===== config.mk =====
export PLATFORM = sky130hd
export DESIGN_NAME = rtc_alarm_irq
export DESIGN_NICKNAME = d
export VERILOG_FILES = /design/src/rtl/rtc_irq_pkg.sv /design/src/rtl/rtc_host_regs.sv /design/src/rtl/rtc_alarm_match.sv /design/src/rtl/rtc_flag_unit.sv /design/src/rtl/rtc_alarm_irq.sv
export SDC_FILE = /design/constraint.sdc
export NUM_CORES = 1
export LEC_CHECK = 0
export BUFFER_PORTS_ARGS = -buffer_cell sky130_fd_sc_hd__buf_2
export CORE_MARGIN = 2
export CORE_UTILIZATION = 51
export DETAILED_ROUTE_END_ITERATION = 12
export PLACE_DENSITY = 0.79
export SLEW_MARGIN = 5
export SYNTH_ARGS = -nofsm -noshare
export SYNTH_HDL_FRONTEND = slang
export SYNTH_SLANG_ARGS = --single-unit

===== constraint.sdc =====
create_clock -name clk -period 1.82 [get_ports clk]
set_clock_uncertainty 0.05 [all_clocks]
set_input_delay 0.182 -clock clk [delete_from_list [all_inputs] [get_ports clk]]
set_output_delay 0.182 -clock clk [all_outputs]
set_load 0.02 [all_outputs]

===== src/rtl/rtc_irq_pkg.sv =====
package rtc_irq_pkg;

    localparam int DATA_W     = 8;
    localparam int ADDR_W     = 4;
    localparam int NUM_FIELDS = 3;

    typedef logic [DATA_W-1:0] byte_t;
    typedef logic [ADDR_W-1:0] addr_t;

    // Register addresses seen by the host
    localparam addr_t ADR_ALM_SEC  = 4'd1;
    localparam addr_t ADR_ALM_MIN  = 4'd3;
    localparam addr_t ADR_ALM_HOUR = 4'd5;
    localparam addr_t ADR_CTRL     = 4'd11;
    localparam addr_t ADR_FLAGS    = 4'd12;

    // Field indices inside the packed alarm array
    localparam int FLD_SEC  = 0;
    localparam int FLD_MIN  = 1;
    localparam int FLD_HOUR = 2;

    // Event sources, in register bit order (6,5,4)
    typedef struct packed {
        logic per;
        logic alm;
        logic upd;
    } src_t;

    localparam logic [1:0] WILDCARD = 2'b11;

    function automatic logic field_hit(input byte_t alarm, input byte_t now);
        return (alarm[DATA_W-1 -: 2] == WILDCARD) || (alarm == now);
    endfunction

    function automatic byte_t pack_src(input logic top, input src_t s);
        return {top, s.per, s.alm, s.upd, 4'b0000};
    endfunction

endpackage


===== src/rtl/rtc_host_regs.sv =====
module rtc_host_regs
    import rtc_irq_pkg::*;
(
    input  logic                         clk,
    input  logic                         rst,
    input  logic                         wr_en,
    input  addr_t                        addr,
    input  byte_t                        wdata,
    output byte_t [NUM_FIELDS-1:0]       alarm,
    output src_t                         en
);

    byte_t [NUM_FIELDS-1:0] alarm_q;
    src_t                   en_q;

    always_ff @(posedge clk) begin
        if (rst) begin
            alarm_q <= '0;
            en_q    <= '0;
        end else if (wr_en) begin
            case (addr)
                ADR_ALM_SEC:  alarm_q[FLD_SEC]  <= wdata;
                ADR_ALM_MIN:  alarm_q[FLD_MIN]  <= wdata;
                ADR_ALM_HOUR: alarm_q[FLD_HOUR] <= wdata;
                ADR_CTRL:     en_q <= src_t'(wdata[6:4]);
                default: ;
            endcase
        end
    end

    assign alarm = alarm_q;
    assign en    = en_q;

endmodule


===== src/rtl/rtc_alarm_match.sv =====
module rtc_alarm_match
    import rtc_irq_pkg::*;
(
    input  byte_t [NUM_FIELDS-1:0] alarm,
    input  byte_t [NUM_FIELDS-1:0] now,
    output logic                   all_hit
);

    logic [NUM_FIELDS-1:0] hit;

    for (genvar i = 0; i < NUM_FIELDS; i++) begin : g_field
        assign hit[i] = field_hit(alarm[i], now[i]);
    end

    assign all_hit = &hit;

endmodule


===== src/rtl/rtc_flag_unit.sv =====
module rtc_flag_unit
    import rtc_irq_pkg::*;
(
    input  logic clk,
    input  logic rst,
    input  src_t set,
    input  logic clr,
    output src_t flags
);

    src_t flags_q;
    src_t flags_d;

    // Set wins over clear so no event is lost
    always_comb begin
        flags_d = src_t'(set | (flags_q & {$bits(src_t){~clr}}));
    end

    always_ff @(posedge clk) begin
        if (rst) flags_q <= '0;
        else     flags_q <= flags_d;
    end

    assign flags = flags_q;

endmodule


===== src/rtl/rtc_alarm_irq.sv =====
module rtc_alarm_irq
    import rtc_irq_pkg::*;
(
    input  logic       clk,
    input  logic       rst,
    input  logic       wr_en,
    input  logic       rd_en,
    input  logic [3:0] addr,
    input  logic [7:0] wdata,
    output logic [7:0] rdata,
    input  logic [7:0] cur_sec,
    input  logic [7:0] cur_min,
    input  logic [7:0] cur_hour,
    input  logic       per_tick,
    input  logic       upd_tick,
    output logic       irq
);

    byte_t [NUM_FIELDS-1:0] alarm_w;
    byte_t [NUM_FIELDS-1:0] now_w;
    src_t                   en_q;
    src_t                   flags_q;
    src_t                   set_w;
    logic                   all_hit;
    logic                   clr_w;
    logic                   any_w;
    byte_t                  rd_mux;

    assign now_w[FLD_SEC]  = cur_sec;
    assign now_w[FLD_MIN]  = cur_min;
    assign now_w[FLD_HOUR] = cur_hour;

    rtc_host_regs u_regs (
        .clk   (clk),
        .rst   (rst),
        .wr_en (wr_en),
        .addr  (addr),
        .wdata (wdata),
        .alarm (alarm_w),
        .en    (en_q)
    );

    rtc_alarm_match u_match (
        .alarm   (alarm_w),
        .now     (now_w),
        .all_hit (all_hit)
    );

    always_comb begin
        set_w.per = per_tick;
        set_w.alm = upd_tick & all_hit;
        set_w.upd = upd_tick;
    end

    assign clr_w = rd_en && (addr == ADR_FLAGS);

    rtc_flag_unit u_flags (
        .clk   (clk),
        .rst   (rst),
        .set   (set_w),
        .clr   (clr_w),
        .flags (flags_q)
    );

    assign any_w = |(flags_q & en_q);
    assign irq   = any_w;

    always_comb begin
        case (addr)
            ADR_ALM_SEC:  rd_mux = alarm_w[FLD_SEC];
            ADR_ALM_MIN:  rd_mux = alarm_w[FLD_MIN];
            ADR_ALM_HOUR: rd_mux = alarm_w[FLD_HOUR];
            ADR_CTRL:     rd_mux = pack_src(1'b0, en_q);
            ADR_FLAGS:    rd_mux = pack_src(any_w, flags_q);
            default:      rd_mux = '0;
        endcase
        rdata = rd_en ? rd_mux : '0;
    end

endmodule


Word-level counts from Yosys, hierarchy flattened
Cells that the tools add are included.
{"block": "word_totals", "reg_bits": 30, "inputBits": 42, "out_inout_bits": 9, "elab_cells": 37}
{"block": "classes", "eq_ne": 11, "muxes": 2, "bitwise_logic": 5, "reduce_logical": 10}
{"operator": "8-bit one-hot mux with 5 select lines", "n": 1}
{"operator": "8-bit == test", "n": 3}
{"operator": "4-bit == test (second input constant)", "n": 2}
{"operator": "8-bit 2-to-1 mux", "n": 1}
{"operator": "2-bit AND reduction", "n": 4}
{"operator": "3-bit bitwise AND", "n": 2}
{"operator": "2-bit == test (second input constant)", "n": 3}
{"operator": "4-bit by 1-bit == test with 1-bit output (second input constant)", "n": 1}
{"operator": "4-bit by 2-bit == test with 1-bit output (second input constant)", "n": 1}
{"operator": "4-bit by 3-bit == test with 1-bit output (second input constant)", "n": 1}
{"operator": "1-bit logical OR", "n": 3}
{"operator": "3-bit bitwise OR", "n": 1}
{"operator": "3-bit AND reduction", "n": 1}
{"operator": "3-bit OR reduction", "n": 1}
{"operator": "1-bit bitwise AND", "n": 1}
{"operator": "1-bit logical AND", "n": 1}
{"operator": "1-bit inverter", "n": 1}

Longest topological paths before layout
Gate-level depths: netlist of run 1.
{"block": "depth", "depth_word": 5, "mapped_depth": 6, "mapped_depth_nobuf": 4}

Modules after synthesis
Synthesis of run 1 repeated with hierarchy kept, for this count alone.
{"block": "unflattened", "hier_cells": 203, "area_unflattened_um2": 1874.3}
{"mod": "rtc_host_regs", "n_inst": 1, "cells_per_inst": 103, "area_each_um2": 1121.1, "seq_area_each_um2": 540.5}
{"mod": "rtc_alarm_irq", "n_inst": 1, "cells_per_inst": 54, "area_each_um2": 367.9, "seq_area_each_um2": 0.0}
{"mod": "rtc_alarm_match", "n_inst": 1, "cells_per_inst": 34, "area_each_um2": 280.3, "seq_area_each_um2": 0.0}
{"mod": "rtc_flag_unit", "n_inst": 1, "cells_per_inst": 12, "area_each_um2": 105.1, "seq_area_each_um2": 60.1}

Worst setup path after synthesis of run 1
Ideal clock, no wire load.
{"block": "synth_path", "path_kind": "input -> output", "from": "input port addr[1]", "to": "output port rdata[5]", "t_arrival_ps": 1235, "required_time_ps": 1588, "path_slack_ps": 353, "path_stages": 5, "path_buffers": 2, "cell_sequence": "buf_4 -> nor4b_4 -> buf_2 -> a221oi_1 -> nor2_1"}
{"block": "synth_via", "elab_chain_cells": 3, "elab_cells_between_ends": 7, "classes_between": "5 x eq/ne; 2 x mux"}
{"element": "start, declared", "line": "rtc_alarm_irq.sv:8", "source": "input logic [3:0] addr,"}
{"element": "4-bit == test, or another cell as far along", "line": "rtc_alarm_irq.sv:69", "source": "case (addr)"}
{"element": "8-bit one-hot mux with 5 select lines *", "line": "rtc_alarm_irq.sv:69"}
{"element": "8-bit 2-to-1 mux *", "line": "rtc_alarm_irq.sv:77", "source": "rdata = rd_en ? rd_mux : '0;"}
{"element": "end, declared", "line": "rtc_alarm_irq.sv:10", "source": "output logic [7:0] rdata,"}
Mark *: on every way between the ends. The rest lies on a longest branch, timed or not.

Final worst setup path of run 1
{"block": "layout_path", "from": "register u_regs.alarm_q, in the netlist u_regs.alarm[14]", "to": "register, netlist name u_flags.flags[1]"}
{"block": "layout_via", "elab_chain_cells": 5, "elab_cells_between_ends": 6, "classes_between": "2 x eq/ne; 2 x bitwise; 2 x reduce/logical"}
{"element": "start, declared", "line": "rtc_host_regs.sv:13", "source": "byte_t [NUM_FIELDS-1:0] alarm_q;"}
{"element": "start signal, assigned by index", "line": "rtc_host_regs.sv:22", "source": "ADR_ALM_SEC: alarm_q[FLD_SEC] <= wdata;"}
{"element": "start signal, assigned by index", "line": "rtc_host_regs.sv:23", "source": "ADR_ALM_MIN: alarm_q[FLD_MIN] <= wdata;"}
{"element": "start signal, assigned by index", "line": "rtc_host_regs.sv:24", "source": "ADR_ALM_HOUR: alarm_q[FLD_HOUR] <= wdata;"}
{"element": "8-bit == test / 2-bit == test (equally long branches)", "line": "rtc_irq_pkg.sv:32", "source": "return (alarm[DATA_W-1 -: 2] == WILDCARD) || (alarm == now);"}
{"element": "1-bit logical OR *", "line": "rtc_irq_pkg.sv:32"}
{"element": "3-bit AND reduction *", "line": "rtc_alarm_match.sv:15", "source": "assign all_hit = &hit;"}
{"element": "1-bit bitwise AND *", "line": "rtc_alarm_irq.sv:51", "source": "set_w.alm = upd_tick & all_hit;"}
{"element": "3-bit bitwise OR *", "line": "rtc_flag_unit.sv:16", "source": "flags_d = src_t'(set | (flags_q & {$bits(src_t){~clr}}));"}
Marks and branches as above.
A chain may end at the register's enable or synchronous reset.

==> reports/results.tsv, run 1 <==
metric	value	unit
status	completed	
crit_fanout	4	
crit_required	2.02	ns
power.total	1.41	mW
gp_congestion	0.876	
yosys.area.top_type	dfxtp_1	
synth_area	1760	um2
netlist.area_leader.share	0.341	
synth_top_flop_cell	dfxtp_1	
regToRegSetupSlack	0.13	ns
grt_max_degree	20	
dp_hpwl	3.39	mm
initial_core_util	0.528	
cts-root-buf	clkbuf_4	
synth_edf_count	0	
nets	289	
std_cell_rows	21	
synthToLayoutAreaGrowth	21.0	%
n_fill_cell	298	
fin_setup_tns	0	ns
routed-wl-met2	2.20	mm
cts_tree	done	
dr_wl_met3	303	um
grt_pass1_vias	1530	
grt_use_total	0.238	
p_leak	1.01	nW
cp-end-kind	flop	
crit_type	reg -> reg	
cts.reportedPaths.clkPinSlew	0.11	ns
tightest_slew	0.453	ns
boundaryPins	51	
core	3340	um2
synth-seq-cells	30	
dieArea	3940	um2
cts_sinks	30	
post-cts-setup-buffers	0	
cap_violations	0	
diodes	0	
highest_layer	met4	
drv_slew	0	
cts_buffer_depth	2	
synthCells	196	
yosysUniqueCellTypes	33	
drtAntennaViolNets	0	
placed_area	2030	um2
hold_viol_final	0	
finalSetupViolations	0	
synthArstFlopShare	0	
clock_latency	0.34	ns
peakVddDrop	0.000461	V
drt-met1-wl	1.92	mm
finish.utilization	0.639	
first_pass_iters	4	
seqCellArea	601	um2
slew_headroom	0.695	
grt_pass1_wl	7.20	mm
die_w	62.8	um
fmax	0.592	GHz
post_drt_wl_per_cell	15.3	um
final_cells	294	
stdcell_area	2130	um2
dpl.cell_count	285	
power_density	660	nW/um2
synth.most_common_cell	dfxtp_1	
worst-endpoint-arrival	1.89	ns
period_needed	1.69	ns
multiInputGateArea	1110	um2
overflow	0	
vias	1595	
critPathLaunchType	flop	
antenna_found_initial	0	
finalCritPeriodShare	0.928	
route.detailed.drc	0	
netlist_top_cells_count	dfxtp_1 (30), nor2_1 (29), mux2i_1 (27)	
place.port_buffers	50	
drt_iter0_drc	59	
synth_fp_nets	238	
hold_path_class	in -> reg	
yosysSeqAreaShare	0.341	
drive_above_1_share	0.286	
h-tree-depth	2	
cts_buffers	5	
die_y	62.8	um
routed_wl	4.49	mm
yosys_warnings	0	
rsz0062_at_grt	false	
syn_area_per_cell	8.99	um2
viasPerCell	5.43	
ys_top_cells_by_area	dfxtp_1 (34%), mux2i_1 (15%), xor2_1 (12%)	
## metrics by stage
step | setup WS (ns) | hold WS (ns)
finish | 0.131 | 0.0106
global route | 0.0199 | 0.0385
CTS | 0.120 | 0.00640
detailed placement | 0.125 | 0.351
global placement | 0.193 | 0.339
floorplan | 0.353 | 0.249
## kinds of logic (layout without fill, tap and decap cells)
| logic type | Yosys count | after routing | synth area share |
|---|---|---|---|
| xor gates and xnor gates | 24 | 24 | 0.119 |
| DFF | 30 | 30 | 0.341 |
| buffers and inverters | 10 | 62 | 0.0369 |
| and+or+nand+nor | 76 | 76 | 0.238 |
| AOI/OAI and AO/OA | 29 | 29 | 0.112 |
| muxes | 27 | 27 | 0.153 |
## cell type report
| class | instances | area share |
|---|---|---|
| multi-input cells | 156 | 0.520 |
| flip-flops and latches | 30 | 0.282 |
| repair buffers | 54 | 0.133 |
| well taps | 46 | 0.0270 |
| clock inverters | 3 | 0.0211 |
| clock buffers | 5 | 0.0176 |
## flip-flops by register name (all words and copies together) (netlist names)
name,count
u_regs.alarm,24
u_flags.flags,3
u_regs.en,3
## what timing repair did
item / CTS / global route
gates resized for setup: 0 / 3
setup endpoints to repair: 0 / 1
hold buffers: 1 / 0
endpoints found under the hold margin: 1 / 0
## power by group
part           internal, mW  switching (mW)
combinational        0.0808          0.0996
clock                 0.288           0.262
sequential            0.667          0.0112
total                  1.04           0.373
## path summary, 6_finish.rpt
path               startpoint                to  cells after the start
max reg2reg  u_regs.alarm[14]  u_flags.flags[1]                      4
min                  upd_tick  u_flags.flags[0]                      3
max          u_regs.alarm[14]  u_flags.flags[1]                      4
min reg2reg   u_regs.alarm[0]   u_regs.alarm[0]                      2
## worst max-delay path, stage by stage (launching register included)
cell and delay [ns]:
dfxtp_1 0.37, xor2_1 0.18, nor4_1 0.45, a22oi_1 0.21, o41ai_2 0.35
## cell usage in the layout (no fill, tap or decap), types with 2 or more instances in the layout
master,synthesis,layout
buf_2,1,50
dfxtp_1,30,30
nor2_1,29,29
mux2i_1,27,27
xor2_1,24,24
nand2_1,15,15
a21oi_1,10,10
nand3_1,9,9
nor4_1,6,6
a22oi_1,5,5
and2_1,5,5
clkbuf_4,0,5
o21ai_0,4,4
a22o_1,3,3
buf_4,3,3
nor2b_2,1,2
a221oi_1,3,2
clkinvlp_4,0,2
## layer usage
metal	up-vias	track usage
met5	-	0
met2	64	0.399
met1	733	0.298
li1	791	-
met4	0	0.100
met3	7	0.0468
Power figures use the tool's default switching activity.
==> run 2, diff against run 1 <==
- CORE_UTILIZATION: 51 -> 53
- CTS_BUF_LIST: unset -> sky130_fd_sc_hd__clkbuf_4 sky130_fd_sc_hd__clkbuf_8
- GPL_TIMING_DRIVEN: unset -> 0
- PLACE_DENSITY: 0.79 -> 0.81
==> reports/results.tsv, run 2 (same netlist as run 1, synthesis figures left out) <==
metric	value	unit
status	completed	
critPathLaunchType	flop	
cts_buffer_depth	2	
boundaryPins	51	
power.total	1.29	mW
cts_buffers	5	
clock_latency	0.33	ns
finish.utilization	0.685	
dieArea	3800	um2
drtAntennaViolNets	0	
crit_required	1.59	ns
nets	293	
power_density	604	nW/um2
hold_viol_final	0	
crit_type	reg -> out	
grtUsageMet3	0.0441	
hold_path_class	in -> reg	
viasPerCell	5.44	
cp-end-kind	primary output	
drive_above_1_share	0.270	
finalCritPeriodShare	0.935	
vias	1609	
final_common_cell	buf_2	
antenna_found_initial	0	
grt_use_total	0.249	
cts-root-buf	clkbuf_4	
multiInputGateArea	1100	um2
critPathSlowestCell	dfxtp_1	
peakVddDrop	0.000453	V
period_needed	1.70	ns
h-tree-depth	2	
worst-endpoint-arrival	1.47	ns
p_leak	1.01	nW
cts_sinks	30	
slowest_delay	0.38	ns
grt_pass1_wl	6.69	mm
initial_core_util	0.568	
use_met1	0.334	
route.detailed.drc	0	
placed_area	2050	um2
core	3100	um2
synthToLayoutAreaGrowth	20.7	%
diodes	0	
top_usage_layer	met2	
fmax	0.588	GHz
cts.reportedPaths.clkPinSlew	0.10	ns
std_cell_rows	20	
grt_max_degree	11	
die_y	61.7	um
final_cell_mix	buf_2 (48), dfxtp_1 (30), nor2_1 (29)	
drv_slew	0	
grt_use_met2	0.398	
first_pass_iters	4	
cts_tree	done	
seqCellArea	601	um2
routed_wl	4.20	mm
overflow	0	
post_drt_wl_per_cell	14.2	um
finalSetupViolations	0	
stdcell_area	2130	um2
fin_hold_ws	0.0498	ns
worst_slack	0.118	ns
tightest_slew	0.430	ns
dpl.cell_count	287	
final_cells	296	
gp_congestion	0.875	
cp_cell_sequence	a22o_1, a221oi_1, nor2_1, buf_2	
cap_violations	0	
post_cts_resized	0	
grt_pass1_vias	1436	
die_w	61.7	um
n_fill_cell	288	
post-place-ws	0.222	ns
post-cts-setup-buffers	0	
hold_buffers	1	
crit_fanout	4	
path_delay_family	compound AO/OA/AOI/OAI gates	
largest_reg_flops	24	
rsz0062_at_grt	false	
place.port_buffers	47	
fin_setup_tns	0	ns
slew_headroom	0.713	
drt_iter0_drc	55	
critPathBufInv	1	
dp_hpwl	3.41	mm
## run 2: cell types whose count changed in the layout (fill, tap and decap cells not counted), sizes merged
cell,before,now
clkinvlp,2,1
clkinv,0,1
bufinv,1,0
clkbuf,5,10
## run 2: power breakdown
group / total, mW / switching (mW) / internal (mW)
registers: 0.678 / 0.0108 / 0.667
logic: 0.183 / 0.0977 / 0.0849
clock network: 0.425 / 0.240 / 0.186
total: 1.29 / 0.348 / 0.937
## run 2: area by class of cell
class,count,share of cell area
Clock buffer,6,0.0241
Tap cell,44,0.0259
Clock inverter,2,0.00588
Buffer,10,0.0306
Sequential cell,30,0.282
Timing Repair Buffer,48,0.115
Multi-Input combinational cell,156,0.516
## run 2: path summary, 6_finish.rpt
kind	from	to	slack [ns]	depth (start not counted)
max	u_regs.alarm[22]	rdata[6]	0.12	4
min	upd_tick	u_flags.flags[0]	0.05	3
max reg2reg	u_regs.alarm[15]	u_flags.flags[1]	0.33	4
min reg2reg	u_regs.alarm[0]	u_regs.alarm[0]	0.44	2
## run 2: per-layer routing
layer | share of wire | vias up
met1 | 0.44 | 733
met3 | 0.073 | 10
li1 | - | 802
met2 | 0.46 | 64
met5 | 0 | -
met4 | 0.027 | 0
## run 2: worst min-delay path, cell delays in order
cell	delay (ns)
buf_2	0.10
a21oi_1	0.05
nor2_1	0.07
